==> src/rtl/cfg_pkt_pkg.sv <==
package cfg_pkt_pkg;

    localparam int WORD_W   = 16;
    localparam int REG_W    = 6;
    localparam int CNT_W    = 5;
    localparam int LEN_BITS = 28;  // usable bits of the 32-bit bulk length
    localparam int LEN_HI_W = LEN_BITS - WORD_W;

    typedef enum logic [2:0] {
        ST_HUNT,
        ST_SYNC2,
        ST_HDR,
        ST_T1_DATA,
        ST_LEN_HI,
        ST_LEN_LO,
        ST_BULK
    } eng_state_t;

    typedef enum logic [1:0] {
        OP_NOP   = 2'd0,
        OP_READ  = 2'd1,
        OP_WRITE = 2'd2,
        OP_RSVD  = 2'd3
    } opcode_t;

    typedef struct packed {
        logic [2:0]       ptype;
        opcode_t          op;
        logic [REG_W-1:0] reg_id;
        logic [CNT_W-1:0] count;
    } hdr_t;

endpackage

==> src/rtl/cfg_hdr_split.sv <==
module cfg_hdr_split
    import cfg_pkt_pkg::*;
(
    input  logic [WORD_W-1:0] word,
    output hdr_t              hdr,
    output logic              is_t1,
    output logic              is_t2,
    output logic              bad
);
    always_comb begin
        hdr   = hdr_t'(word);
        is_t1 = (hdr.ptype == 3'd1);
        is_t2 = (hdr.ptype == 3'd2);
        bad   = !(is_t1 || is_t2) || (hdr.op == OP_RSVD)
                || (is_t2 && hdr.op != OP_WRITE);
    end
endmodule

==> src/rtl/cfg_word_counter.sv <==
module cfg_word_counter #(
    parameter int W = 28
) (
    input  logic         clk,
    input  logic         rst_n,
    input  logic         load,
    input  logic [W-1:0] load_val,
    input  logic         dec,
    output logic         is_last
);
    logic [W-1:0] cnt_q;

    always_ff @(posedge clk or negedge rst_n) begin
        if (!rst_n)    cnt_q <= '0;
        else if (load) cnt_q <= load_val;
        else if (dec)  cnt_q <= cnt_q - 1'b1;
    end

    assign is_last = (cnt_q == W'(1));
endmodule

==> src/rtl/cfg_pkt_engine.sv <==
module cfg_pkt_engine
    import cfg_pkt_pkg::*;
#(
    parameter logic [15:0] SYNC_HI     = 16'hAA99,
    parameter logic [15:0] SYNC_LO     = 16'h5566,
    parameter logic [5:0]  CMD_REG     = 6'h05,
    parameter logic [15:0] DESYNC_CODE = 16'h000D
) (
    input  logic        clk,
    input  logic        rst_n,
    input  logic        in_valid,
    input  logic [15:0] in_word,
    output logic        reg_wr_en,
    output logic        reg_rd_en,
    output logic [5:0]  reg_addr,
    output logic [15:0] reg_wr_data,
    output logic        frame_valid,
    output logic [15:0] frame_data,
    output logic        synced,
    output logic        err_flag
);
    eng_state_t          st_q, st_d;
    hdr_t                hdr;
    logic                is_t1, is_t2, hdr_bad;
    logic [REG_W-1:0]    reg_q;
    logic [LEN_HI_W-1:0] len_hi_q;
    logic                cnt_load, cnt_dec, cnt_last;
    logic [LEN_BITS-1:0] cnt_val;
    logic                len_bad, len_zero, desync_hit;

    cfg_hdr_split u_split (
        .word  (in_word),
        .hdr   (hdr),
        .is_t1 (is_t1),
        .is_t2 (is_t2),
        .bad   (hdr_bad)
    );

    cfg_word_counter #(.W(LEN_BITS)) u_cnt (
        .clk      (clk),
        .rst_n    (rst_n),
        .load     (cnt_load),
        .load_val (cnt_val),
        .dec      (cnt_dec),
        .is_last  (cnt_last)
    );

    assign len_bad    = (in_word[WORD_W-1:LEN_HI_W] != '0);
    assign len_zero   = ({len_hi_q, in_word} == '0);
    assign desync_hit = (reg_q == CMD_REG) && (in_word == DESYNC_CODE);

    // counter control: loaded at a counted header or at the low length word
    always_comb begin
        cnt_load = 1'b0;
        cnt_val  = '0;
        cnt_dec  = 1'b0;
        if (in_valid) begin
            if (st_q == ST_HDR && !hdr_bad && is_t1 && hdr.op == OP_WRITE) begin
                cnt_load = 1'b1;
                cnt_val  = LEN_BITS'(hdr.count);
            end else if (st_q == ST_LEN_LO) begin
                cnt_load = 1'b1;
                cnt_val  = {len_hi_q, in_word};
            end
            cnt_dec = (st_q == ST_T1_DATA) || (st_q == ST_BULK);
        end
    end

    // next state
    always_comb begin
        st_d = st_q;
        if (in_valid) begin
            unique case (st_q)
                ST_HUNT:    if (in_word == SYNC_HI) st_d = ST_SYNC2;
                ST_SYNC2: begin
                    if (in_word == SYNC_LO)      st_d = ST_HDR;
                    else if (in_word == SYNC_HI) st_d = ST_SYNC2;
                    else                         st_d = ST_HUNT;
                end
                ST_HDR: begin
                    if (hdr_bad)                                    st_d = ST_HUNT;
                    else if (is_t2)                                 st_d = ST_LEN_HI;
                    else if (hdr.op == OP_WRITE && hdr.count != '0) st_d = ST_T1_DATA;
                    else                                            st_d = ST_HDR;
                end
                ST_T1_DATA: begin
                    if (desync_hit)    st_d = ST_HUNT;
                    else if (cnt_last) st_d = ST_HDR;
                end
                ST_LEN_HI:  st_d = len_bad ? ST_HUNT : ST_LEN_LO;
                ST_LEN_LO:  st_d = len_zero ? ST_HDR : ST_BULK;
                ST_BULK:    if (cnt_last) st_d = ST_HDR;
                default:    st_d = ST_HUNT;
            endcase
        end
    end

    // state register
    always_ff @(posedge clk or negedge rst_n) begin
        if (!rst_n) st_q <= ST_HUNT;
        else        st_q <= st_d;
    end

    // registered outputs and packet context
    always_ff @(posedge clk or negedge rst_n) begin
        if (!rst_n) begin
            reg_wr_en   <= 1'b0;
            reg_rd_en   <= 1'b0;
            frame_valid <= 1'b0;
            reg_wr_data <= '0;
            frame_data  <= '0;
            reg_q       <= '0;
            len_hi_q    <= '0;
            err_flag    <= 1'b0;
        end else begin
            reg_wr_en   <= 1'b0;
            reg_rd_en   <= 1'b0;
            frame_valid <= 1'b0;
            if (in_valid) begin
                unique case (st_q)
                    ST_SYNC2: if (in_word == SYNC_LO) err_flag <= 1'b0;
                    ST_HDR: begin
                        reg_q <= hdr.reg_id;
                        if (hdr_bad) err_flag <= 1'b1;
                        else         reg_rd_en <= is_t1 && (hdr.op == OP_READ);
                    end
                    ST_T1_DATA: begin
                        reg_wr_en   <= 1'b1;
                        reg_wr_data <= in_word;
                    end
                    ST_LEN_HI: begin
                        len_hi_q <= in_word[LEN_HI_W-1:0];
                        if (len_bad) err_flag <= 1'b1;
                    end
                    ST_BULK: begin
                        frame_valid <= 1'b1;
                        frame_data  <= in_word;
                    end
                    default: ;
                endcase
            end
        end
    end

    assign reg_addr = reg_q;
    assign synced   = (st_q != ST_HUNT) && (st_q != ST_SYNC2);

endmodule

==> config.mk <==
export PLATFORM = sky130hd
export DESIGN_NAME = cfg_pkt_engine
export DESIGN_NICKNAME = d
export VERILOG_FILES = /design/src/rtl/cfg_pkt_pkg.sv /design/src/rtl/cfg_hdr_split.sv /design/src/rtl/cfg_word_counter.sv /design/src/rtl/cfg_pkt_engine.sv
export SDC_FILE = /design/constraint.sdc
export NUM_CORES = 1
export LEC_CHECK = 0
export BUFFER_PORTS_ARGS = -buffer_cell sky130_fd_sc_hd__buf_2
export CAP_MARGIN = 20
export CORE_ASPECT_RATIO = 1.75
export CORE_MARGIN = 2
export CORE_UTILIZATION = 40
export DETAILED_ROUTE_END_ITERATION = 8
export PLACE_DENSITY = 0.63
export SLEW_MARGIN = 0
export SYNTH_ARGS = -nofsm -noshare
export SYNTH_HDL_FRONTEND = slang
export SYNTH_HIERARCHICAL = 1
export SYNTH_SLANG_ARGS = --single-unit
==> constraint.sdc <==
create_clock -name clk -period 2.9 [get_ports clk]
set_clock_uncertainty 0.15 [all_clocks]
set_input_delay 0.87 -clock clk [delete_from_list [all_inputs] [get_ports clk]]
set_output_delay 0.87 -clock clk [all_outputs]
set_load 0.02 [all_outputs]
# Word level (Yosys, flattened, before mapping)
# Cells that the tools add are included.
# op_classes
muxes	31
n_reduce_logical	27
n_addsub	1
n_eq_ne	22
# ops
operator	count
two-way mux 28 bit	5
equality test 28 x 1 -> 1 bit, second input constant	1
zero test 28 bit	1
subtractor 28 x 1 -> 28 bit, second input constant	1
two-way mux 3 bit	7
case mux 3 bit (7 select lines)	1
equality test 16 x 15 -> 1 bit, second input constant	1
equality test 16 bit, second input constant	1
equality test 16 x 4 -> 1 bit, second input constant	1
two-way mux 1 bit	16
!= test 2 bit, second input constant	5
AND reduction 2 bit	5
equality test 3 x 2 -> 1 bit, second input constant	3
equality test 3 bit, second input constant	3
logical AND 1 bit	8
equality test 3 x 1 -> 1 bit, second input constant	2
equality test 6 x 3 -> 1 bit, second input constant	1
nonzero test 3 bit	2
AND reduction 5 bit	1
nonzero test 5 bit	1
equality test 2 bit, second input constant	2
logical OR 1 bit	4
nonzero test 4 bit	1
zero test 3 bit	1
6 further kinds	7
# word_totals
regBits	85
output_inout_bits	43
wordCells	91
inputBits	19

# Depth between registers and ports, before layout
# Gate-level depths: netlist of the first run.
# logic_depth
word_depth	12
depth_mapped	11
depth_no_buf	9

# Cells and area by module
# Netlist of the first run, hierarchy kept.
# by_module_without_submodules
mod	area_per_inst_um2	n_inst	seq_area_each_um2	cells_per_inst
cfg_pkt_engine	2763.9	1	1426.4	268
cfg_word_counter	1626.6	1	700.7	173
cfg_hdr_split	171.4	1	0.0	23

# Least setup slack after synthesis of the first run
# OpenSTA, ideal clock, no wires.
# synth_path
path_kind	input port to flip-flop
from	input in_valid
to	register u_cnt.cnt_q[13]
path_stages	11
n_path_buf	3
arrival_time_ns	3.152
setup_time_ns	0.125
slack_ns	-0.527
required_time_ns	2.625
cell_sequence	nand2_1 > or3_1 > buf_2 > buf_2 > nand2_1 > clkbuf_1 > nor3b_1 > nand3_1 > nor4_1 > xor2_1 > mux2_2
# synth_between
elab_chain_len	2
elab_cells_between_ends	5
classes_between	mux (4); reduce/logical (1)
# synth_lines
item	line	text
from (decl)	cfg_pkt_engine.sv:11	input logic in_valid,
two-way mux 1 bit	cfg_pkt_engine.sv:57	if (in_valid) begin
named net cnt_dec	cfg_pkt_engine.sv:27	logic cnt_load, cnt_dec, cnt_last;
nonzero test 2 bit (no source line)	-	
to (signal assigned)	cfg_word_counter.sv:15	else if (load) cnt_q <= load_val;
to (signal assigned)	cfg_word_counter.sv:16	else if (dec) cnt_q <= cnt_q - 1'b1;
to (decl)	cfg_word_counter.sv:11	logic [W-1:0] cnt_q;
# The timed path passes the listed nets, and every way through them passes these cells.
# A chain may end at the register's enable or synchronous reset.

# Final worst setup path of the first run
# layout_path
from	input in_word[11]
to	register u_cnt.cnt_q[13]
# layout_between
elab_chain_len	10
elab_cells_between_ends	16
classes_between	eq/ne (3); mux (5); reduce/logical (8)
# layout_lines
item	line	text
from (decl)	cfg_pkt_engine.sv:12	input logic [15:0] in_word,
equality test 2 bit or != test 2 bit (tied branches)	cfg_hdr_split.sv:14, cfg_hdr_split.sv:15	
logical OR 1 bit or logical AND 1 bit (tied branches)	cfg_hdr_split.sv:14, cfg_hdr_split.sv:15	
logical OR 1 bit (*)	cfg_hdr_split.sv:15	|| (is_t2 && hdr.op != OP_WRITE);
named net hdr_bad	cfg_pkt_engine.sv:24	logic is_t1, is_t2, hdr_bad;
zero test 1 bit (*)	cfg_pkt_engine.sv:58	if (st_q == ST_HDR && !hdr_bad && is_t1 && hdr.op == OP_WRITE) begin
logical AND 1 bit (*) (3 in a row)	cfg_pkt_engine.sv:58	
two-way mux 1 bit (*)	cfg_pkt_engine.sv:58	
two-way mux 1 bit (*)	cfg_pkt_engine.sv:57	
named net cnt_load	cfg_pkt_engine.sv:27	
two-way mux 28 bit or nonzero test 2 bit (tied branches)	-	
# Mark *: on every way through the listed nets, which the timed path passes. The rest lies on a longest branch.

==> run_results.csv, run 1 <==
group,metric,value,unit
outcome,run_status,"finished clean",
cts,cts_max_path_buffers,2,
placement,placed_area,5210,um2
power,p_int,2180,uW
critical_path,crit_type,"in2reg",
cts,cts_resized,0,
routing,drc,0,
final_layout,area_delta_synth_final,22.2,%
final_layout,n_antenna_cell,0,
power,pwr-share-seq,0.443,
yosys,synth_area,4540,um2
routing,drt_pass1_iterations,4,
timing,worstMarginPinSlew,0.676,ns
timing,max_slew_margin,0.546,
routing,drt_iter0_drc,152,
final_layout,drive_gt1_frac,0.304,
global_routing,antenna_found_initial,0,
timing,fin_crit,2.70,ns
power,p_comb_frac,0.133,
timing,max_freq,371,MHz
final_layout,nets,562,
global_routing,grt.total_usage,0.199,
floorplan,rows,51,
cts,cts_tree,"done",
routing,routedWlPerCell,16.9,um
power,p_per_area,532,nW/um2
timing,drv_slew,0,
power,power_frac_clock,0.424,
timing,holdWs,0.310,ns
global_routing,overflow,0,
yosys,synth_warnings,6,
yosys,synth_fp_nets,482,
timing,hold_viol_final,0,
floorplan,coreArea,11100,um2
routing,vias,3610,
routing,ant_nets,0,
placement,gp_congestion,0.913,
placement,hpwlAfterDp,8710,um
timing,rsz0062_at_grt,"false",
yosys,avgSynthCellArea,9.85,um2
power,leakage,0.00266,uW
floorplan,die_h,145,um
cts,root_buffer,"clkbuf_16",
floorplan,die_w,84.5,um
critical_path,cp_data_required_time,2.96,ns
final_layout,n_fill_cell,1069,
cts,clkSlewWorstSetupHoldPaths,0.06,ns
cts,cts_sinks,85,
critical_path,worstPathMaxFanout,11,
floorplan,die_area,12300,um2
yosys,syn_inst,461,
job,max-cap-violations,0,
timing,setup_viol,0,
power,worst_ir_drop_vdd,0.369,mV
placement,portBuffers,61,
power,p_sw_frac,0.260,
global_routing,grt_pass1_vias,3778,
power,power.switching,769,uW
cts,clkLatencyLatePin,0.33,ns
final_layout,finish.instance_area,5550,um2
timing,period_share,0.930,
critical_path,cp.arrival,2.76,ns
floorplan,pin_count,62,
global_routing,grt_pass1_wl,19300,um
critical_path,cp-start-kind,"primary input",
routing,viasPerCell,5.32,
cts,htree_levels,3,
floorplan,start_util,0.409,
routing,wirelength,11400,um
cts,numCtsBuffers,9,
critical_path,cp-end-kind,"flip-flop",
min_path,hold_class,"in2async",
global_routing,grt_max_degree,57,
worst paths after layout:
| kind | startpoint | end | slack, ns | depth (start not counted) |
|---|---|---|---|---|
| worst max-delay path | in_word[11] | u_cnt/cnt_q[13] | 0.20 | 8 |
| worst min-delay path | rst_n | u_cnt/cnt_q[2] | 0.31 | 1 |
| worst max register to register | u_cnt/cnt_q[8] | st_q[2] | 0.34 | 8 |
| worst min register to register | reg_wr_data[6] | reg_wr_data[6] | 0.33 | 2 |
| max in group asynchronous | rst_n | u_cnt/cnt_q[11] | 1.66 | 2 |
| min in group clk | reg_wr_data[6] | reg_wr_data[6] | 0.33 | 2 |
what timing repair did:
item / 4_1_cts / 5_1_grt
hold endpoints to repair: 0 / 0
buffers inserted: 0 / 0
endpoints found under the setup margin: 0 / 1
hold buffers: 0 / 0
worst max-delay path: stages:
cell and delay, ns:
buf_2 0.12, nor4bb_1 0.27, o31ai_1 0.19, nor4b_2 0.32, nand4b_1 0.23, a21boi_4 0.27
buf_12 0.16, mux2_2 0.33
through the flow:
step	TNS, ns	total power [uW]	util	instances	worst slack [ns]
finish	0	2950	0.500	678	0.203
global route	0	3070	0.500	678	0.00702
floorplan	-0.159	1560	-	461	-0.0788
CTS	0	2990	0.500	678	0.206
global placement	-0.761	1710	0.470	662	-0.0944
detailed placement	-2.34	1720	0.470	662	-0.146
sequential cells by signal (all words and copies together), names as in the netlist:
name	count
reg_rd_en	1
len_hi_q	12
reg_wr_data	16
st_q	3
reg_wr_en	1
u_cnt/cnt_q	28
frame_data	16
reg_addr	6
err_flag	1
frame_valid	1
layout by cell type (no fill, tap or decap), types with 7 or more instances in the layout:
cell,count
nand2_1,90
mux2_1,16
dfrtp_1,85
nor2_1,18
nor3_2,7
mux2_2,21
nor3_1,14
clkbuf_16,9
buf_4,40
and2_1,24
o21ai_1,9
nor4_1,12
o21ai_0,16
nand3_1,9
xnor2_1,21
buf_2,60
power by group through the flow:
stage	combinational (uW)	sequential, uW	clock, uW
floorplan	203	1360	0
global placement	389	1320	0
detailed placement	396	1330	0
CTS	397	1310	1290
global route	434	1320	1320
finish	393	1310	1250
routing by layer:
metal | vias up | part of all wire | GRT usage
met5 | - | 0 | 0
li1 | 1748 | - | -
met3 | 31 | 0.026 | 0.0290
met4 | 0 | 0.040 | 0.0992
met2 | 74 | 0.55 | 0.359
met1 | 1757 | 0.39 | 0.222
layout make-up:
class / count / area [um2] / share of cell area
Sequential cell: 85 / 2130 / 0.383
Tap cell: 132 / 165 / 0.0298
Multi-Input combinational cell: 334 / 2250 / 0.405
Clock buffer: 10 / 239 / 0.0431
Timing Repair Buffer: 102 / 641 / 0.115
Inverter: 9 / 33.8 / 0.00609
Clock inverter: 6 / 93.8 / 0.0169
Note: power is estimated with default switching activity, not from simulation.
==> run 2, diff against run 1 <==
--- a/config.mk
+++ b/config.mk
@@ -12,6 +12,7 @@
 export CORE_UTILIZATION = 40
 export DETAILED_ROUTE_END_ITERATION = 8
 export PLACE_DENSITY = 0.63
+export SETUP_SLACK_MARGIN = 0.4
 export SLEW_MARGIN = 0
 export SYNTH_ARGS = -nofsm -noshare
 export SYNTH_HDL_FRONTEND = slang
==> run 2 against run 1 <==
Clock-buffer cell count down 1. Clock power barely moved. Via count grew 2.7%. Critical path depth unchanged. Setup slack gained 0.12 ns. Non-clock buffer count grew 7. Wire length up 7.6%. Cell area rose by 4.4%. Combinational power increased by 11%. Core utilization grew 2.2 points. Sequential cell count is the same. Maximum frequency grew 4.7%. Largest cell class unchanged. Highest routed layer unchanged.
==> run_results.csv, run 2 (same netlist as run 1, synthesis figures left out) <==
group,metric,value,unit
final_layout,regMostFlops,"u_cnt/cnt_q",
routing,ant_nets,0,
critical_path,cp.arrival,2.66,ns
floorplan,pin_count,62,
timing,fin_crit,2.58,ns
critical_path,cp-end-kind,"flip-flop",
cts,cts_sinks,85,
cts,cts_max_path_buffers,2,
floorplan,die_area,12300,um2
floorplan,coreArea,11100,um2
critical_path,rr_worst_depth,6,
critical_path,cp_data_required_time,2.98,ns
critical_path,crit_type,"in2reg",
global_routing,grt.total_usage,0.207,
critical_path,crit_buf_inv,2,
final_layout,final_core_util,0.522,
timing,hold_viol_final,0,
timing,setup_ws,0.324,ns
final_layout,finalNonFillerCells,685,
cts,cts_hold_buf,0,
global_routing,overflow,0,
cts,clkSlewWorstSetupHoldPaths,0.07,ns
routing,drc,0,
final_layout,area_delta_synth_final,27.6,%
final_layout,n_antenna_cell,0,
final_layout,nets,569,
timing,max_freq,388,MHz
placement,placed_area,5200,um2
placement,hpwlAfterDp,8920,um
routing,wirelength,12300,um
power,power.switching,824,uW
final_layout,top_regs,"u_cnt/cnt_q: 28 flops, frame_data: 16 flops, reg_wr_data: 16 flops",
power,power_frac_clock,0.419,
global_routing,grt_pass1_wl,19900,um
critical_path,cp-start-kind,"primary input",
global_routing,grt_pass1_vias,3866,
critical_path,slowest_stage,"nor4bb_4",
routing,drt_pass1_iterations,4,
critical_path,max_stage_delay,0.32,ns
final_layout,layout_common_cells,"90 x nand2_1, 85 x dfrtp_1, 56 x buf_2",
cts,numCtsBuffers,9,
timing,rsz0062_at_grt,"true",
cts,htree_levels,3,
global_routing,antenna_found_initial,0,
critical_path,cp_top_family,"simple AND/OR/NAND/NOR gates",
placement,gp_congestion,0.875,
global_routing,grt_max_degree,52,
critical_path,reg2reg_from,"u_cnt/cnt_q[8]",
floorplan,start_util,0.409,
cts,clkLatencyLatePin,0.35,ns
power,pwr-share-seq,0.435,
power,power,3010,uW
final_layout,largest_reg_flops,28,
timing,period_share,0.888,
placement,portBuffers,61,
critical_path,r2r_end,"u_cnt/cnt_q[26]",
final_layout,layout_commonest_cell,"nand2_1",
floorplan,rows,51,
critical_path,worstPathMaxFanout,9,
power,p_int,2180,uW
final_layout,drive_gt1_frac,0.336,
routing,drt_iter0_drc,155,
floorplan,die_h,145,um
power,p_sw_frac,0.274,
outcome,run_status,"finished clean",
routing,routedWlPerCell,18.0,um
timing,drv_slew,0,
routing,viasPerCell,5.41,
placement,placed_cells,656,
cts,cts_tree,"done",
placement,dp_slack,-0.0682,ns
routing,vias,3706,
timing,worstMarginPinSlew,0.666,ns
job,max-cap-violations,0,
critical_path,worstPathCellList,"buf_8, nor4bb_4, o31ai_4, nor4b_2, nand4b_1, a21boi_4, buf_12, mux2_4",
timing,max_slew_margin,0.553,
timing,setup_viol,0,
power,p_comb_frac,0.146,
power,worst_ir_drop_vdd,0.378,mV
power,p_per_area,519,nW/um2
floorplan,die_w,84.5,um
final_layout,finish.instance_area,5790,um2
critical_path,r2r_setup_slack,0.45,ns
cts,root_buffer,"clkbuf_16",
power,leakage,0.00275,uW
min_path,hold_class,"in2async",
-- run 2: cell types whose count changed in the layout (fill, tap and decap cells not counted), moves of 3 or more --
cell     before  now
buf_2        60   56
buf_6         0    3
mux2_2       21   18
mux2_4        1    4
nor4_1       12    8
nor4_2        0    3
o21ai_0      16    6
o21ai_1       9   19
-- run 2: metal layers --
metal,vias up,global-route usage,wire length [um]
li1,1751,-,-
met1,1826,0.226,4530
met2,94,0.375,6880
met3,35,0.0279,382
met4,0,0.117,507
met5,-,0,0
-- run 2: what timing repair did --
| action | 4_1_cts | 5_1_grt |
|---|---|---|
| setup endpoints to repair | 22 | 30 |
| cloned | 0 | 2 |
| setup buffers | 10 | 1 |
| gates resized for setup | 22 | 6 |
| pin swaps | 8 | 7 |
| endpoints found under the hold margin | 0 | 0 |
-- run 2: per-stage QoR --
stage / setup TNS [ns] / hold WS [ns]
after floorplan: -0.185 / 0.345
after global placement: -0.0897 / 0.308
after detailed placement: -0.298 / 0.311
after CTS: 0 / 0.326
after global routing: 0 / 0.352
final: 0 / 0.323
-- run 2: power groups by stage --
| stage | logic (uW) | clock network (uW) | registers (uW) |
|---|---|---|---|
| final | 438 | 1260 | 1310 |
| after global routing | 475 | 1330 | 1320 |
| after CTS | 437 | 1280 | 1310 |
| after detailed placement | 397 | 0 | 1330 |
| after global placement | 390 | 0 | 1330 |
| after floorplan | 208 | 0 | 1360 |
-- run 2: final cells by class --
cell class	instances	area, um2
inverters	9	33.8
fillers	1045	5310
clock inverters	7	98.8
clock buffers	9	225
well taps	132	165
flip-flops and latches	85	2130
repair buffers	109	777
multi-input cells	334	2360
-- run 2: worst max-delay path by stage --
stage,startpoint,to,cells after the start
5_1_grt,in_word[11],u_cnt/cnt_q[27],10
3_3_place_gp,in_word[11],u_cnt/cnt_q[24],8
4_1_cts,in_word[13],u_cnt/cnt_q[13],8
3_5_place_dp,in_word[11],u_cnt/cnt_q[13],8
6_report,in_word[11],u_cnt/cnt_q[13],8
2_1_floorplan,in_valid,u_cnt/cnt_q[13],11
==> run 3, diff against run 2 <==
--- a/config.mk
+++ b/config.mk
@@ -9,9 +9,9 @@
 export CAP_MARGIN = 20
 export CORE_ASPECT_RATIO = 1.75
 export CORE_MARGIN = 2
-export CORE_UTILIZATION = 40
+export CORE_UTILIZATION = 45
 export DETAILED_ROUTE_END_ITERATION = 8
-export PLACE_DENSITY = 0.63
+export PLACE_DENSITY = 0.69
 export SETUP_SLACK_MARGIN = 0.4
 export SLEW_MARGIN = 0
 export SYNTH_ARGS = -nofsm -noshare
==> run 3 against run 2 <==
Die area decreased by 11%. Non-clock buffer count shrank 1. Highest routed layer unchanged. Final cell count shrank 1.2%. Critical endpoint is now u_cnt/cnt_q[5]. Setup slack improved by 0.032 ns.
==> run_results.csv, run 3 (same netlist as run 1, synthesis figures left out) <==
group,metric,value,unit
power,leakage,0.00276,uW
final_layout,finish.instance_area,5790,um2
critical_path,crit_type,"in2reg",
global_routing,antenna_found_initial,0,
placement,hpwlAfterDp,8770,um
critical_path,worstPathMaxFanout,9,
placement,portBuffers,61,
power,power,3030,uW
power,p_per_area,523,nW/um2
critical_path,rr_worst_depth,8,
min_path,whs_endpoint,"reg_wr_data[3]",
final_layout,layout_common_cells,"89 x nand2_1, 85 x dfrtp_1, 57 x buf_2",
critical_path,reg2reg_from,"u_cnt/cnt_q[8]",
routing,wirelength,11700,um
critical_path,cp_data_required_time,2.97,ns
cts,cts_max_path_buffers,2,
timing,max_slew_margin,0.540,
final_layout,drive_gt1_frac,0.357,
critical_path,cp.arrival,2.62,ns
global_routing,grt_pass1_vias,3823,
cts,cts_hold_buf,0,
routing,vias,3669,
job,max-cap-violations,0,
min_path,hold_depth,2,
critical_path,r2r_end,"st_q[2]",
cts,clkSlewWorstSetupHoldPaths,0.06,ns
cts,clkLatencyLatePin,0.34,ns
floorplan,die_area,10900,um2
outcome,run_status,"finished clean",
floorplan,die_w,79.9,um
routing,ant_nets,0,
global_routing,grt_max_degree,55,
routing,viasPerCell,5.42,
floorplan,start_util,0.461,
routing,drt_iter0_drc,122,
global_routing,overflow,0,
placement,placed_area,5210,um2
floorplan,rows,48,
timing,hold_viol_final,0,
final_layout,nets,568,
cts,htree_levels,3,
routing,drc,0,
final_layout,finalNonFillerCells,677,
timing,worstMarginPinSlew,0.690,ns
power,worst_ir_drop_vdd,0.634,mV
placement,placed_cells,652,
critical_path,crit_path_start,"in_word[11]",
routing,drt_pass1_iterations,4,
final_layout,layout_commonest_cell,"nand2_1",
floorplan,coreArea,9850,um2
timing,setup_ws,0.356,ns
placement,dp_slack,-0.0619,ns
cts,numCtsBuffers,9,
floorplan,die_h,137,um
min_path,min_from,"reg_wr_data[3]",
timing,period_share,0.877,
cts,cts_sinks,85,
timing,setup_viol,0,
timing,fin_crit,2.54,ns
timing,rsz0062_at_grt,"true",
min_path,hold_class,"reg2reg",
final_layout,top_regs,"u_cnt/cnt_q: 28 flops, frame_data: 16 flops, reg_wr_data: 16 flops",
cts,root_buffer,"clkbuf_16",
placement,gp_congestion,0.884,
global_routing,grt_pass1_wl,18900,um
final_layout,regMostFlops,"u_cnt/cnt_q",
final_layout,n_antenna_cell,0,
floorplan,pin_count,62,
timing,drv_slew,0,
final_layout,area_delta_synth_final,27.6,%
routing,routedWlPerCell,17.3,um
critical_path,r2r_setup_slack,0.45,ns
cts,cts_tree,"done",
timing,max_freq,393,MHz
critical_path,cp-start-kind,"primary input",
final_layout,largest_reg_flops,28,
critical_path,cp-end-kind,"flip-flop",
global_routing,grt.total_usage,0.228,
run 3: cell count changes in the layout (fill, tap and decap cells not counted), sizes merged:
cell / change
clkinv: -3
inv: +1
clkinvlp: -1
buf: +2
run 3: worst max path at each step:
stage | endpoint | slack (ns) | cells past startpoint
2_1_floorplan | u_cnt/cnt_q[13] | -0.08 | 11
3_3_place_gp | u_cnt/cnt_q[24] | -0.01 | 8
3_5_place_dp | u_cnt/cnt_q[27] | -0.06 | 10
4_1_cts | u_cnt/cnt_q[5] | 0.35 | 8
5_1_grt | u_cnt/cnt_q[5] | 0.28 | 8
6_report | u_cnt/cnt_q[5] | 0.36 | 8
run 3: timing repair:
action,4_1_cts,5_1_grt
setup endpoints to repair,24,30
resized for setup,10,31
pin swaps,4,6
buffers inserted,5,4
run 3: routing by layer:
metal	part of all wire	GRT usage	wire length, um	vias to the layer above
met3	0.035	0.0416	409	32
met1	0.36	0.240	4190	1794
met2	0.56	0.415	6530	88
met5	0	0	0	-
li1	-	-	-	1755
met4	0.048	0.128	560	0
run 3: area by class of cell:
cell class	count	area (um2)
Clock inverter	4	77.6
Clock buffer	12	267
Inverter	9	36.3
Sequential cell	85	2130
Fill cell	857	4060
Timing Repair Buffer	108	734
Multi-Input combinational cell	334	2390
Tap cell	125	156
run 3: stage by stage:
step           utilization  TNS (ns)  hold WS [ns]
4_1_cts              0.572         0         0.330
6_report             0.588         0         0.325
3_5_place_dp         0.529    -0.361         0.310
2_1_floorplan            -    -0.185         0.345
5_1_grt              0.588         0         0.348
3_3_place_gp         0.529   -0.0420         0.307
run 3: report_power, final:
part,switching [uW],internal [uW],leakage [uW]
Combinational,261,172,0.00145
Clock,459,829,0.000169
Sequential,57.9,1250,0.00115
run 3: worst max-delay path: stages:
cell	delay (ns)
buf_8	0.10
nor4bb_4	0.28
o31ai_2	0.10
nor4b_2	0.27
nand4b_1	0.21
a21boi_4	0.28
buf_12	0.17
mux2_2	0.34
